$ cat src/rtl/rda_pkg.sv
package rda_pkg;
  typedef logic [1:0] rail_t;
  localparam rail_t RAIL_EMPTY = 2'b00;
  localparam rail_t RAIL_FALSE = 2'b01;
  localparam rail_t RAIL_TRUE  = 2'b10;

  function automatic logic rail_known(input rail_t r);
    return r == RAIL_FALSE || r == RAIL_TRUE;
  endfunction

  function automatic rail_t rail_from_bit(input logic v);
    return v ? RAIL_TRUE : RAIL_FALSE;
  endfunction

  function automatic logic rail_value(input rail_t r);
    return r[1];
  endfunction
endpackage

$ cat src/rtl/rda_cell.sv
module rda_cell
  import rda_pkg::*;
(
  input  logic  clk,
  input  logic  rst_n,
  input  logic  clear,
  input  logic  step,
  input  logic  a,
  input  logic  b,
  input  rail_t cin_pair,
  output rail_t cout_pair
);
  rail_t pair_q;
  logic  is_prop;
  logic  settle_now;

  assign is_prop    = a ^ b;
  assign settle_now = step && !rail_known(pair_q) && (!is_prop || rail_known(cin_pair));

  always_ff @(posedge clk or negedge rst_n) begin
    if (!rst_n)          pair_q <= RAIL_EMPTY;
    else if (clear)      pair_q <= RAIL_EMPTY;
    else if (settle_now) pair_q <= is_prop ? cin_pair : rail_from_bit(a);
  end

  assign cout_pair = pair_q;


  pair_legal_chk: assert property (@(posedge clk) disable iff (!rst_n)
    pair_q != 2'b11);

  pair_hold_chk: assert property (@(posedge clk) disable iff (!rst_n)
    rail_known(pair_q) && !clear |=> $stable(pair_q));

  prop_copy_chk: assert property (@(posedge clk) disable iff (!rst_n)
    step && !clear && is_prop && !rail_known(pair_q) && rail_known(cin_pair)
      |=> pair_q == $past(cin_pair));
endmodule

$ cat src/rtl/rda_ctrl.sv
module rda_ctrl #(
  parameter int CW = 5
) (
  input  logic          clk,
  input  logic          rst_n,
  input  logic          req_valid,
  input  logic          all_known,
  output logic          accept,
  output logic          step,
  output logic          done,
  output logic [CW-1:0] cycles
);
  logic started_q;
  logic busy;

  assign busy   = started_q && !all_known;
  assign accept = req_valid && !busy;
  assign step   = busy;
  assign done   = started_q && all_known;

  always_ff @(posedge clk or negedge rst_n) begin
    if (!rst_n) begin
      started_q <= 1'b0;
      cycles    <= '0;
    end else if (accept) begin
      started_q <= 1'b1;
      cycles    <= '0;
    end else if (step) begin
      cycles    <= cycles + 1'b1;
    end
  end


  accept_clears_chk: assert property (@(posedge clk) disable iff (!rst_n)
    accept |=> !done && cycles == '0);

  done_hold_chk: assert property (@(posedge clk) disable iff (!rst_n)
    done && !req_valid |=> done);
endmodule

$ cat src/rtl/rda_adder.sv
module rda_adder
  import rda_pkg::*;
#(
  parameter int W  = 16,
  parameter int CW = $clog2(W + 2)
) (
  input  logic          clk,
  input  logic          rst_n,
  input  logic          req_valid,
  input  logic [W-1:0]  req_a,
  input  logic [W-1:0]  req_b,
  input  logic          req_cin,
  output logic          resp_done,
  output logic [W-1:0]  resp_sum,
  output logic          resp_cout,
  output logic [CW-1:0] resp_cycles
);
  logic [W-1:0] a_q, b_q;
  logic         cin_q;
  rail_t        c0_q;
  rail_t        carry [W+1];
  logic [W:0]   known;
  logic         all_known;
  logic         accept, step;

  rda_ctrl #(.CW(CW)) u_ctrl (
    .clk(clk), .rst_n(rst_n), .req_valid(req_valid), .all_known(all_known),
    .accept(accept), .step(step), .done(resp_done), .cycles(resp_cycles)
  );

  always_ff @(posedge clk or negedge rst_n) begin
    if (!rst_n) begin
      a_q   <= '0;
      b_q   <= '0;
      cin_q <= 1'b0;
      c0_q  <= RAIL_EMPTY;
    end else if (accept) begin
      a_q   <= req_a;
      b_q   <= req_b;
      cin_q <= req_cin;
      c0_q  <= RAIL_EMPTY;
    end else if (step && !rail_known(c0_q)) begin
      c0_q  <= rail_from_bit(cin_q);
    end
  end

  assign carry[0] = c0_q;

  for (genvar i = 0; i < W; i++) begin : g_bit
    rda_cell u_cell (
      .clk(clk), .rst_n(rst_n), .clear(accept), .step(step),
      .a(a_q[i]), .b(b_q[i]), .cin_pair(carry[i]), .cout_pair(carry[i+1])
    );
    assign resp_sum[i] = a_q[i] ^ b_q[i] ^ rail_value(carry[i]);
  end

  for (genvar j = 0; j <= W; j++) begin : g_known
    assign known[j] = rail_known(carry[j]);
  end

  assign all_known = &known;
  assign resp_cout = rail_value(carry[W]);


  cycles_bound_chk: assert property (@(posedge clk) disable iff (!rst_n)
    resp_done |-> resp_cycles >= CW'(1) && resp_cycles <= CW'(W + 1));

  first_step_chk: assert property (@(posedge clk) disable iff (!rst_n)
    step && resp_cycles == '0 && !accept |=> rail_known(carry[0]));
endmodule

$ cat config.mk
export PLATFORM = sky130hd
export DESIGN_NAME = rda_adder
export DESIGN_NICKNAME = d
export VERILOG_FILES = /design/src/rtl/rda_pkg.sv /design/src/rtl/rda_cell.sv /design/src/rtl/rda_ctrl.sv /design/src/rtl/rda_adder.sv
export SDC_FILE = /design/constraint.sdc
export NUM_CORES = 1
export LEC_CHECK = 0
export BUFFER_PORTS_ARGS = -buffer_cell sky130_fd_sc_hd__buf_2
export CAP_MARGIN = 20
export CELL_PAD_IN_SITES_DETAIL_PLACEMENT = 1
export CELL_PAD_IN_SITES_GLOBAL_PLACEMENT = 2
export CORE_MARGIN = 5
export CORE_UTILIZATION = 36
export CTS_CLUSTER_DIAMETER = 200
export CTS_CLUSTER_SIZE = 20
export DETAILED_ROUTE_END_ITERATION = 16
export GPL_TIMING_DRIVEN = 0
export PLACE_DENSITY = 0.84
export SLEW_MARGIN = 20
export SYNTH_ARGS = -nofsm -noshare
export SYNTH_HDL_FRONTEND = slang
export SYNTH_SLANG_ARGS = --single-unit
$ cat constraint.sdc
create_clock -name clk -period 2.4 [get_ports clk]
set_input_delay 0.12 -clock clk [delete_from_list [all_inputs] [get_ports clk]]
set_output_delay 0.12 -clock clk [all_outputs]
set_load 0.005 [all_outputs]
# Yosys cells after proc, flatten, opt, wreduce, memory -nomap -nowiden
# Cells that the tools add are included.
[totals]
ff_bits = 73
in_bits = 36
out_inout_bits = 23
elab_cells = 281
[op_classes]
addsub = 1
n_eq_ne = 34
mux = 69
bitwise = 32
reduce_logical = 123
[op_table]
columns = ["cell", "n"]
rows = [
  ["two-way mux 2 bit", 67],
  ["logical AND 1 bit", 36],
  ["nonzero test 2 bit", 18],
  ["logical NOT 1 bit", 35],
  ["== test 2 x 1 -> 1 bit, second input constant", 17],
  ["== test 2 bit, second input constant", 17],
  ["logical OR 1 bit", 33],
  ["XOR 1 bit", 32],
  ["AND reduction 17 bit", 1],
  ["two-way mux 5 bit", 2],
  ["adder 5 x 1 -> 5 bit, second input constant", 1],
]

# Logic depth before layout (Yosys ltp)
[depth]
ltp_word = 9
depth_mapped = 7
mapped_depth_nobuf = 5

# By module
# Synthesis repeated with hierarchy kept, for this count alone.
[hier_totals]
cells_unflattened = 485
hier_area_um2 = 4682.0
[modules_own_cells]
columns = ["mod", "instances", "cells_per_inst", "area_per_inst_um2", "seq_area_each_um2"]
rows = [
  ["rda_cell", 16, 20, 161.4, 50.0],
  ["rda_adder", 1, 137, 1789.2, 875.8],
  ["rda_ctrl", 1, 28, 310.3, 150.1],
]

# Worst setup path after synthesis
# Ideal clock, no wire load.
[synth_timing]
path_kind = "register to register"
from = "register g_bit[8].u_cell.pair_q[1]"
to = "register b_q[8]"
setup_ns = 0.122
arrival_time_ns = 1.697
t_required_ns = 2.278
slack_ns = 0.581
stages_incl_launch_ff = 8
synth_period_minus_slack_ns = 1.819
path_cell_list = "dfrtp_1 -> clkbuf_2 -> xnor2_1 -> nor4_1 -> and4_1 -> nand3_2 -> buf_2 -> a32o_1"
[synth_between]
elab_chain_len = 7
word_cells_on_any_way = 8
classes_between = "eq/ne: 2; reduce/logical: 6"
[synth_rtl]
columns = ["element", "line_no", "text"]
rows = [
  ["start: declaration", "rda_cell.sv:13", "rail_t pair_q;"],
  ["start signal: assignment", "rda_cell.sv:23", "else if (settle_now) pair_q <= is_prop ? cin_pair : rail_from_bit(a);"],
  ["== test 2 x 1 -> 1 bit or == test 2 bit (tied branches)", "rda_pkg.sv:8", "return r == RAIL_FALSE || r == RAIL_TRUE;"],
  ["logical OR 1 bit *", "rda_pkg.sv:8", ""],
  ["AND reduction 17 bit *", "rda_adder.sv:61", "assign all_known = &known;"],
  ["logical NOT 1 bit *", "rda_ctrl.sv:16", "assign busy = started_q && !all_known;"],
  ["logical AND 1 bit *", "rda_ctrl.sv:16", ""],
  ["logical NOT 1 bit *", "rda_ctrl.sv:17", "assign accept = req_valid && !busy;"],
  ["logical AND 1 bit *", "rda_ctrl.sv:17", ""],
  ["end signal: assignment", "rda_adder.sv:39", "b_q <= req_b;"],
  ["end: declaration", "rda_adder.sv:18", "logic [W-1:0] a_q, b_q;"],
]
# Mark *: on every way between the ends. The rest lies on a longest branch, timed or not.
# A chain may end at the register's enable or synchronous reset.

# Final worst setup path
[layout_timing]
from = "register g_bit[5].u_cell.pair_q[1]"
to = "register g_bit[6].u_cell.pair_q[1]"
[layout_between]
elab_chain_len = 8
word_cells_on_any_way = 15
classes_between = "eq/ne: 2; mux: 3; reduce/logical: 10"
[layout_rtl]
columns = ["element", "line_no"]
rows = [
  ["start: declaration", "rda_cell.sv:13"],
  ["start signal: assignment", "rda_cell.sv:23"],
  ["== test 2 x 1 -> 1 bit or == test 2 bit (tied branches)", "rda_pkg.sv:8"],
  ["logical OR 1 bit", "rda_pkg.sv:8"],
  ["AND reduction 17 bit", "rda_adder.sv:61"],
  ["logical NOT 1 bit", "rda_ctrl.sv:16"],
  ["logical AND 1 bit", "rda_ctrl.sv:16"],
  ["logical NOT 1 bit or logical AND 1 bit (tied branches)", "rda_ctrl.sv:17, rda_cell.sv:18"],
  ["logical AND 1 bit, on equally long branches", "rda_ctrl.sv:17, rda_cell.sv:18"],
  ["two-way mux 2 bit or nonzero test 2 bit (tied branches)", "--"],
  ["end signal: assignment", "rda_cell.sv:23"],
  ["end: declaration", "rda_cell.sv:13"],
]
# Parallel ways exist; a longest one is shown, timed or not. The select of a mux whose other input is x is not followed.

==> metrics.md <==
| Metric | Value |
|---|---|
| Antenna-violating nets left | 0 |
| FF-to-FF End | g_bit[6].u_cell.cout_pair[1]$_DFFE_PN0P_ |
| Drt via density | 5.90 |
| Post-route DRC violation count | 0 |
| Synth Cell Area | 4800 sq um |
| Post-Layout Cell Count | 790 |
| Crit-path max cell delay | 0.42 ns |
| Crit Path Max Fanout | 10 |
| Crit path launch type | flip-flop |
| IO Pins | 59 |
| Hold Path Class | input port to flip-flop |
| Rows | 42 |
| Tmin final | 2.29 ns |
| First-pass GRT wire length | 26600 um |
| Vias in the first global route | 4797 |
| Total gr overflow | 0 |
| Sequential area share after synthesis | 38.1% |
| Share of layout cells above drive strength 1 | 17.6% |
| Layout filler cell count | 1590 |
| Area Overhead vs Synth | 17.4% |
| Die height | 125 um |
| Post-synthesis cell count | 539 |
| WP buf/inv | 2 |
| Wire per inst | 21.2 um |
| Hold Violations, Final | 0 |
| Final setup viols | 0 |
| Hold EP | a_q[2]$_DFFE_PN0P_ |
| R2R Setup Slk | 0.11 ns |
| Core area | 13100 sq um |
| Most common cell in the netlist | dfrtp_1 |
| Slowest-stage cell, CP | nor4_1 |
| Gpl congestion | 0.865 |
| Initial cell density of the core | 36.5% |
| DR vias | 4663 |
| TritonCTS Sinks | 73 |
| Ys flop type | dfrtp_1 |
| Commonest cells post-synth | dfrtp_1, nand2_1, xnor2_1 |
| EDFF count, synth | 0 |
| Clk Latency, worst-skew pair | 0.35 ns |
| Syn Area/Cell | 8.90 sq um |
| Power per cell area | 1510 nW/um^2 |
| Crit-path cells | buf_2 > xnor2_1 > nor4_1 > nand2_2 > o21ai_4 > buf_4 > a22oi_1 |
| Initial antenna violation count | 0 |
| Top cell type's share of synthesized area | 38.1% |
| Die Area | 15700 sq um |
| Period utilisation layout | 95.3% |
| Dpl hpwl | 12000 um |
| Min-delay src | req_a[2] |
| H-tree levels | 3 |
| Async SR Flop Fraction | 100% |
| Synthesized net count | 576 |
| Status | complete, no violations |
| Overall Global Routing Usage | 21.4% |
| Diode count | 0 |
| Clock buffer depth | 2 |
| Worst-case clock skew | 0.00930 ns |
| Worst R2R Start | g_bit[5].u_cell.cout_pair[1]$_DFFE_PN0P_ |
| CP Capture Type | flip-flop |
| Pwr Total | 0.00848 W |
| Synthesis warning total | 0 |
| CP Data Arrival Time | 2.46 ns |
| Total routed wirelength | 16800 um |
| Final core occ | 42.9% |
| CP delay by family, top | simple AND/OR/NAND/NOR gates |
| Synth area leaders | dfrtp_1, xnor2_1, a32o_1 |
| Critical path type | flip-flop to flip-flop |
| Synth cell types | 44 |
| CTS Buf Count | 9 |
| Max Clk Rate | 437 MHz |
| Die width | 125 um |
| DR pass1 iterations | 5 |
| Worst slew margin | 44.6% |
| Max-cap viol count | 0 |
| Cells after DPL | 773 |
| Slew Limit Fails | 0 |
| P_leak | 2.23 nW |
| Hold depth | 2 |
| Largest net degree at the start of global routing | 38 |
| CTS Root Cell | clkbuf_16 |
| DR iter-0 viols | 306 |
| #FFs+latches synth | 73 |
| Register-to-Register Path Depth | 7 |
| Reg clk slew, reported paths | 0.06 ns |
| PortBufs | 57 |
| Critical Path RT | 2.57 ns |
| Area leader, netlist | dfrtp_1 |
| Peak supply drop | 0.000546 V |
| Nets@finish | 646 |
| CTS tree | built |
| Least-Margin Pin Slew | 0.831 ns |
[worst reg2reg max path: cells and delay by family, from the launching register on]
kind                   cells  cell delay, ns
AND/OR/NAND/NOR            2            0.62
buffers and inverters      2            0.45
AO/OA/AOI/OAI              2            0.41
flip-flops                 1            0.35
XOR/XNOR                   1            0.28
[layout by cell type (no fill, tap or decap), types with 4 or more instances in the layout]
master,Yosys,routed
nor2b_1,8,8
nor4_1,10,10
o2bb2ai_1,8,8
a32oi_1,9,9
xnor2_1,49,49
a21oi_1,45,45
a22oi_1,12,12
clkbuf_16,0,9
nor2_1,24,24
a32o_1,36,36
and2_1,34,34
a221o_1,8,8
a211oi_1,10,10
clkbuf_2,2,4
inv_1,21,21
nor3_1,11,11
o21ai_0,18,18
clkbuf_1,19,17
nand4_1,16,16
o22ai_1,17,17
buf_6,4,4
nand2b_1,4,4
nand2_1,49,48
buf_2,17,70
dfrtp_1,73,73
[worst max-delay path by stage]
stage | startpoint | cells after the start | slack, ns | end
after floorplan | g_bit[8].u_cell.cout_pair[1]$_DFFE_PN0P_ | 7 | 0.58 | b_q[8]$_DFFE_PN0P_
after detailed placement | u_ctrl.started_q$_DFFE_PN0P_ | 6 | 0.03 | g_bit[0].u_cell.cout_pair[1]$_DFFE_PN0P_
final | g_bit[5].u_cell.cout_pair[1]$_DFFE_PN0P_ | 7 | 0.11 | g_bit[6].u_cell.cout_pair[1]$_DFFE_PN0P_
after global placement | u_ctrl.started_q$_DFFE_PN0P_ | 7 | 0.005 | g_bit[7].u_cell.cout_pair[1]$_DFFE_PN0P_
after global routing | g_bit[5].u_cell.cout_pair[1]$_DFFE_PN0P_ | 7 | -0.01 | g_bit[6].u_cell.cout_pair[1]$_DFFE_PN0P_
after CTS | u_ctrl.started_q$_DFFE_PN0P_ | 6 | 0.001 | g_bit[0].u_cell.cout_pair[1]$_DFFE_PN0P_
[per-layer routing]
metal | part of all wire [%] | wire length (um) | vias to the layer above | track usage [%]
met5 | 0 | 0 | - | 0
met2 | 47 | 7820 | 100 | 33.8
met1 | 48 | 8100 | 2388 | 29.8
met3 | 2.9 | 486 | 25 | 3.33
li1 | - | - | 2150 | -
met4 | 2.1 | 345 | 0 | 7.72
[metrics by stage]
| step | hold WS (ns) | setup slack, ns | TNS, ns | instance area, sq um |
|---|---|---|---|---|
| after global placement | 0.372 | 0.00519 | 0 | 5300 |
| after CTS | 0.0202 | 0.00124 | 0 | 5620 |
| final | 0.0236 | 0.113 | 0 | 5630 |
| after detailed placement | 0.140 | 0.0265 | 0 | 5330 |
| after floorplan | -0.176 | 0.581 | 0 | 4800 |
| after global routing | 0.0272 | -0.0148 | -0.0148 | 5630 |
[power by group]
group          total, W  internal (W)  switching (W)
registers       0.00252       0.00177       0.000745
clock network   0.00132      0.000751       0.000569
logic           0.00464       0.00212        0.00251
total           0.00848       0.00465        0.00383
[layout make-up]
class | instances | area (sq um) | share of cell area [%]
Buffer | 44 | 233 | 4.13
Clock buffer | 11 | 253 | 4.49
Clock inverter | 5 | 30.0 | 0.533
Inverter | 23 | 86.3 | 1.53
Multi-Input combinational cell | 399 | 2670 | 47.3
Sequential cell | 73 | 1830 | 32.4
Tap cell | 176 | 220 | 3.91
Timing Repair Buffer | 59 | 318 | 5.64
[state kept, by name (all words and copies together) (netlist names)]
name                    count
a_q                        16
b_q                        16
c0_q                        2
cin_q                       1
g_bit.u_cell.cout_pair     32
u_ctrl.cycles               5
u_ctrl.started_q            1
[kinds of logic (layout without fill, tap and decap cells)]
family	count (synthesis)	count (layout)	synth area share (%)
buf+inv	67	142	6.44
simple gates	164	164	17.8
fa+ha+maj	2	2	0.469
flops	73	73	38.1
compound gates	182	182	27.9
xor+xnor	51	51	9.31
[repair_timing]
action / 4_1_cts / 5_1_grt
gates cloned: 0 / 0
endpoints found under the setup margin: 3 / 50
hold buffers: 1 / 0
pin swaps: 0 / 1
buffers inserted: 0 / 0
resized for setup: 1 / 7
hold endpoints to repair: 36 / 0
Power figures use the tool's default switching activity.
